==> config.mk <==
export PLATFORM = sky130hd
export DESIGN_NAME = ltc_ctrl
export DESIGN_NICKNAME = d
export VERILOG_FILES = /design/src/rtl/ltc_ctrl.sv
export SDC_FILE = /design/constraint.sdc
export NUM_CORES = 1
export LEC_CHECK = 0
export BUFFER_PORTS_ARGS = -buffer_cell sky130_fd_sc_hd__buf_2
export CORE_ASPECT_RATIO = 2
export CORE_UTILIZATION = 40
export DETAILED_ROUTE_END_ITERATION = 10
export PLACE_DENSITY = 0.64
export SYNTH_ARGS = -nofsm -noshare
export SYNTH_HDL_FRONTEND = slang
export SYNTH_SLANG_ARGS = --single-unit
==> constraint.sdc <==
create_clock -name clk -period 2 [get_ports clk]
set_input_delay 0.2 -clock clk [delete_from_list [all_inputs] [get_ports clk]]
set_output_delay 0.2 -clock clk [all_outputs]
set_load 0.005 [all_outputs]
==> src/rtl/ltc_ctrl.sv <==
module ltc_ctrl #(
  parameter int TICK_DIV = 833333,
  parameter int LOW_CYC  = 1000
) (
  input  logic        clk,
  input  logic        rst_n,
  input  logic        init,
  input  logic [1:0]  mode,
  input  logic        ext_clk,
  input  logic        evt_in,
  input  logic        wr_en,
  input  logic [15:0] wr_data,
  output logic [15:0] rd_data,
  output logic        evt_out,
  output logic        clamp
);
  localparam int CW = $clog2(TICK_DIV);
  localparam logic [CW-1:0] LAST = CW'(TICK_DIV - 1);
  localparam logic [CW-1:0] LOWV = CW'(LOW_CYC);

  logic [CW-1:0] cnt;
  logic [1:0]    ck_sync, ev_sync;
  logic          en, mon, evt_q, src, fall;

  always_ff @(posedge clk or negedge rst_n)
    if (!rst_n)            cnt <= '0;
    else if (cnt == LAST)  cnt <= '0;
    else                   cnt <= cnt + 1'b1;

  always_ff @(posedge clk or negedge rst_n)
    if (!rst_n) begin
      ck_sync <= 2'b11;
      ev_sync <= 2'b11;
    end else begin
      ck_sync <= {ck_sync[0], ext_clk};
      ev_sync <= {ev_sync[0], evt_in};
    end

  always_comb
    case (mode)
      2'b01:   src = ck_sync[1];
      2'b10:   src = ev_sync[1];
      default: src = (cnt >= LOWV);
    endcase

  assign evt_out = ~en | src;
  assign clamp   = (mode == 2'b10) & ~en;
  assign fall    = evt_q & ~evt_out;
  assign rd_data = {8'h00, mon, en, 6'b000000};

  always_ff @(posedge clk or negedge rst_n)
    if (!rst_n) begin
      evt_q <= 1'b1;
      en    <= 1'b0;
      mon   <= 1'b0;
    end else begin
      evt_q <= evt_out;
      if (init) begin
        en  <= 1'b0;
        mon <= 1'b0;
      end else begin
        if (wr_en) en <= wr_data[6];
        if (fall) mon <= 1'b1;
        else if (wr_en && !wr_data[7]) mon <= 1'b0;
      end
    end

  assert_mon_needs_tick_R5: assert property (@(posedge clk) disable iff (!rst_n)
    $rose(rd_data[7]) |-> $past(evt_q && !evt_out));

  assert_init_clears_R10: assert property (@(posedge clk) disable iff (!rst_n)
    init |=> (rd_data[7:6] == 2'b00));

  assert_write_enable_R3: assert property (@(posedge clk) disable iff (!rst_n)
    (wr_en && !init) |=> (rd_data[6] == $past(wr_data[6])));

  assert_no_sw_set_R4: assert property (@(posedge clk) disable iff (!rst_n)
    (wr_en && !rd_data[7] && !(evt_q && !evt_out)) |=> !rd_data[7]);

  assert_held_when_off_R9: assert property (@(posedge clk) disable iff (!rst_n)
    !rd_data[6] |-> evt_out);

  assert_clamp_mode_R8: assert property (@(posedge clk) disable iff (!rst_n)
    clamp |-> (mode == 2'b10 && !rd_data[6]));
endmodule

==> results.md <==
* Max-slew violations at 0
* Fmax at about 530 MHz
* Uppermost layer routed: met4
* Core Box Area at 0.00342 mm^2
* CP peak stage delay at ~0.44 ns
* Setup_tns at 0 ns
* Pwr dens at about 560 mW/mm^2
* Layout cells sized above 1 at about 22%
* Setup violators final at 0
* Met3 wire len at between 70 and 80 um
* Main combinational cell family by area after synthesis: simple AND/OR/NAND/NOR gates
* Clock slew seen by the registers of the worst setup and hold paths at roughly 0.09 ns
* Initial DRT Pass Iterations at 4
* Req. time, crit path at 1.80 ns
* Pin count of the biggest net entering global routing at 28
* Final Hold Viols at 0
* Status: finished, final reports clean
* Die height at roughly 87 um
* Wire per inst at between 10 and 15 um
* Wire length on met1 at between 900 and 1000 um
* Total wire length at ~2600 um
* Met2 Wirelength at approximately 1500 um
* Cell Area, Synth at 0.00144 mm^2
* RSZ-0062 raised after global routing: no
* Maxcap violations at 0
* Most frequent cells in the layout: 22 x dfrtp_1, 19 x nor2_1, 14 x conb_1
* Clk buf depth at 2
* Initial Util at a little over two fifths
* Vias in the first global route at 1042
* Adder and majority gate portion of the synthesized area at 3.47%
* Initial antenna violation count at 0
* Number of buffers created by CTS at 3
* Worst-Margin Slew at 0.584 ns
* Post-Synth Simple-Gate Area at ~22%
* CTS root buffer: clkbuf_8
* Die width at between 40 and 50 um
* Crit path max fanout at 3
* Design Power at slightly above 900 uW
* Clock period minus final worst setup slack at between 1.5 and 2 ns
* Rel. slew slack at 61.1%
* Post-route ant nets at 0
* Cells after Synth at around 140
* Area grow syn2layout at 12.0%
* DRC violations left at 0
* Crit-path slowest cell: dfrtp_1
* Synth Area per Inst at between 10 and 15 um^2
* Layout Nets at 192
* WP data arrival at 1.68 ns
* Hold WC Path Type: input port to flop
* Max VDD drop at roughly 0.00033 V
* Synth Area in Compound Gates at about 3.6%
* Clock sink total at 27
* Fin Clk Skew at about 0.0036 ns
* DP HPWL at 2060 um
* First DRT Iteration DRCs at 27
* Tot GR Track Use at between 15 and 20%
* CTS tree: yes
* Synth Area in XOR/XNOR at about 9.7%
* Commonest non-fill, non-tap cell in the layout: dfrtp_1
* Io pins at 42
* Diodes inserted at 0
* Area of the die at slightly below 0.004 mm^2
* Startpoint Class: flop
* RePlAce Congestion at around 0.84
* Site Rows at 30
* H-tree Lvls at 1
* Multiplexer area fraction after synthesis at between 1 and 1.5%
* Grt total ovfl at 0
* Port bufs at 13
* Seq/Total Area, Yosys at 47.3%
* Postcts setup bufs at 0
* Worst-path cell chain: nor4_4, a31oi_1, or3_1, buf_2
* Leak Pwr at just over 0.7 nW
* Setup CP Type: flop to output pin
* Yosys cell types at 33
* FF+latch count, synth at 27
* Clock Latency Late Sink at about 0.27 ns
* Routed vias/inst at about 5
* Worst Setup End Kind: output pin
* Final Cycle Share at 94.2%
* First-pass GRT wire length at 4580 um
* Via count at between 1000 and 1500
* Synth warn at 0
## layer usage
metal / vias to the layer above / track usage [%]
met5: - / 0
met4: 0 / 6.34
met3: 8 / 1.87
met2: 26 / 29.4
met1: 502 / 16.2
li1: 494 / -
## registers in the layout (all words and copies together) (netlist names)
signal and count:
ev_sync 2, cnt 20, en 1, ck_sync 2, mon 1, evt_q 1
## final timing paths
kind / start / endpoint / slack [ns] / depth (start not counted)
max: cnt[14] / evt_out / 0.12 / 4
min: ext_clk / ck_sync[0] / 0.02 / 1
max reg2reg: cnt[6] / cnt[1] / 0.20 / 5
min reg2reg: ck_sync[0] / ck_sync[1] / 0.36 / 0
max in group asynchronous: rst_n / evt_q / 1.16 / 2
min in group asynchronous: rst_n / cnt[3] / 0.45 / 2
## worst max-delay path: cells and delay by family, from the launching register on
family,cells,cell delay [ns]
AOI/OAI and AO/OA,1,0.13
buffers and inverters,1,0.14
DFF,1,0.44
and+or+nand+nor,2,0.71
## where the power goes
group / internal (mW) / total (mW) / switching [mW]
registers: 0.557 / 0.560 / 0.00299
clock network: 0.142 / 0.303 / 0.161
logic: 0.0176 / 0.0466 / 0.0289
## logic make-up after synthesis
group,after synthesis
AO/OA/AOI/OAI,8
XOR/XNOR,16
adder cells (fa/ha/maj),4
buffers and inverters,27
flip-flops,27
multiplexers,2
other,1
AND/OR/NAND/NOR,58
## synthesized netlist by cell type (all sizes together)
cell	instances	share of area (%)
dfrtp	22	38
nor2	20	5.7
buf	18	9.9
xnor2	13	7.9
inv	9	2.3
nand3	8	3.1
nand2	6	1.6
nor4	6	3.0
dfstp	5	9.1
nand4	5	2.2
ha	4	3.5
nor3	4	1.4
xor2	3	1.8
mux2i	2	1.4
nor2b	2	0.87
o21ai	2	0.69
o22ai	2	0.87
or3	2	1.2
or4b	2	1.4
a2111oi	1	0.61
a22oi	1	0.52
a31oi	1	0.43
and3	1	0.43
conb	1	0.26
nor3b	1	0.52
o211ai	1	0.52
or3b	1	0.61
## area by class of cell
| class | instances | area [um^2] |
|---|---|---|
| repair buffers | 21 | 140 |
| well taps | 48 | 60.1 |
| flip-flops and latches | 27 | 682 |
| clock buffers | 4 | 45.0 |
| fillers | 340 | 1800 |
| inverters | 9 | 33.8 |
| multi-input cells | 102 | 654 |
## metrics by stage
step	cells	util, %	area (um^2)	hold WS [ns]	setup WS [ns]
CTS	211	46.8	1600	0.0162	0.0541
global placement	206	45.1	1540	0.233	0.208
detailed placement	206	45.1	1540	0.243	0.189
finish	211	47.3	1620	0.0237	0.115
global route	211	47.3	1620	0.00925	0.000427
floorplan	156	-	1490	-0.0956	0.247
## timing repair
action                                  CTS  global route
endpoints found under the hold margin    22             0
endpoints found under the setup margin    1             1
hold buffers                              1             0
gates resized for setup                   1             2
Power figures use the tool's default switching activity.
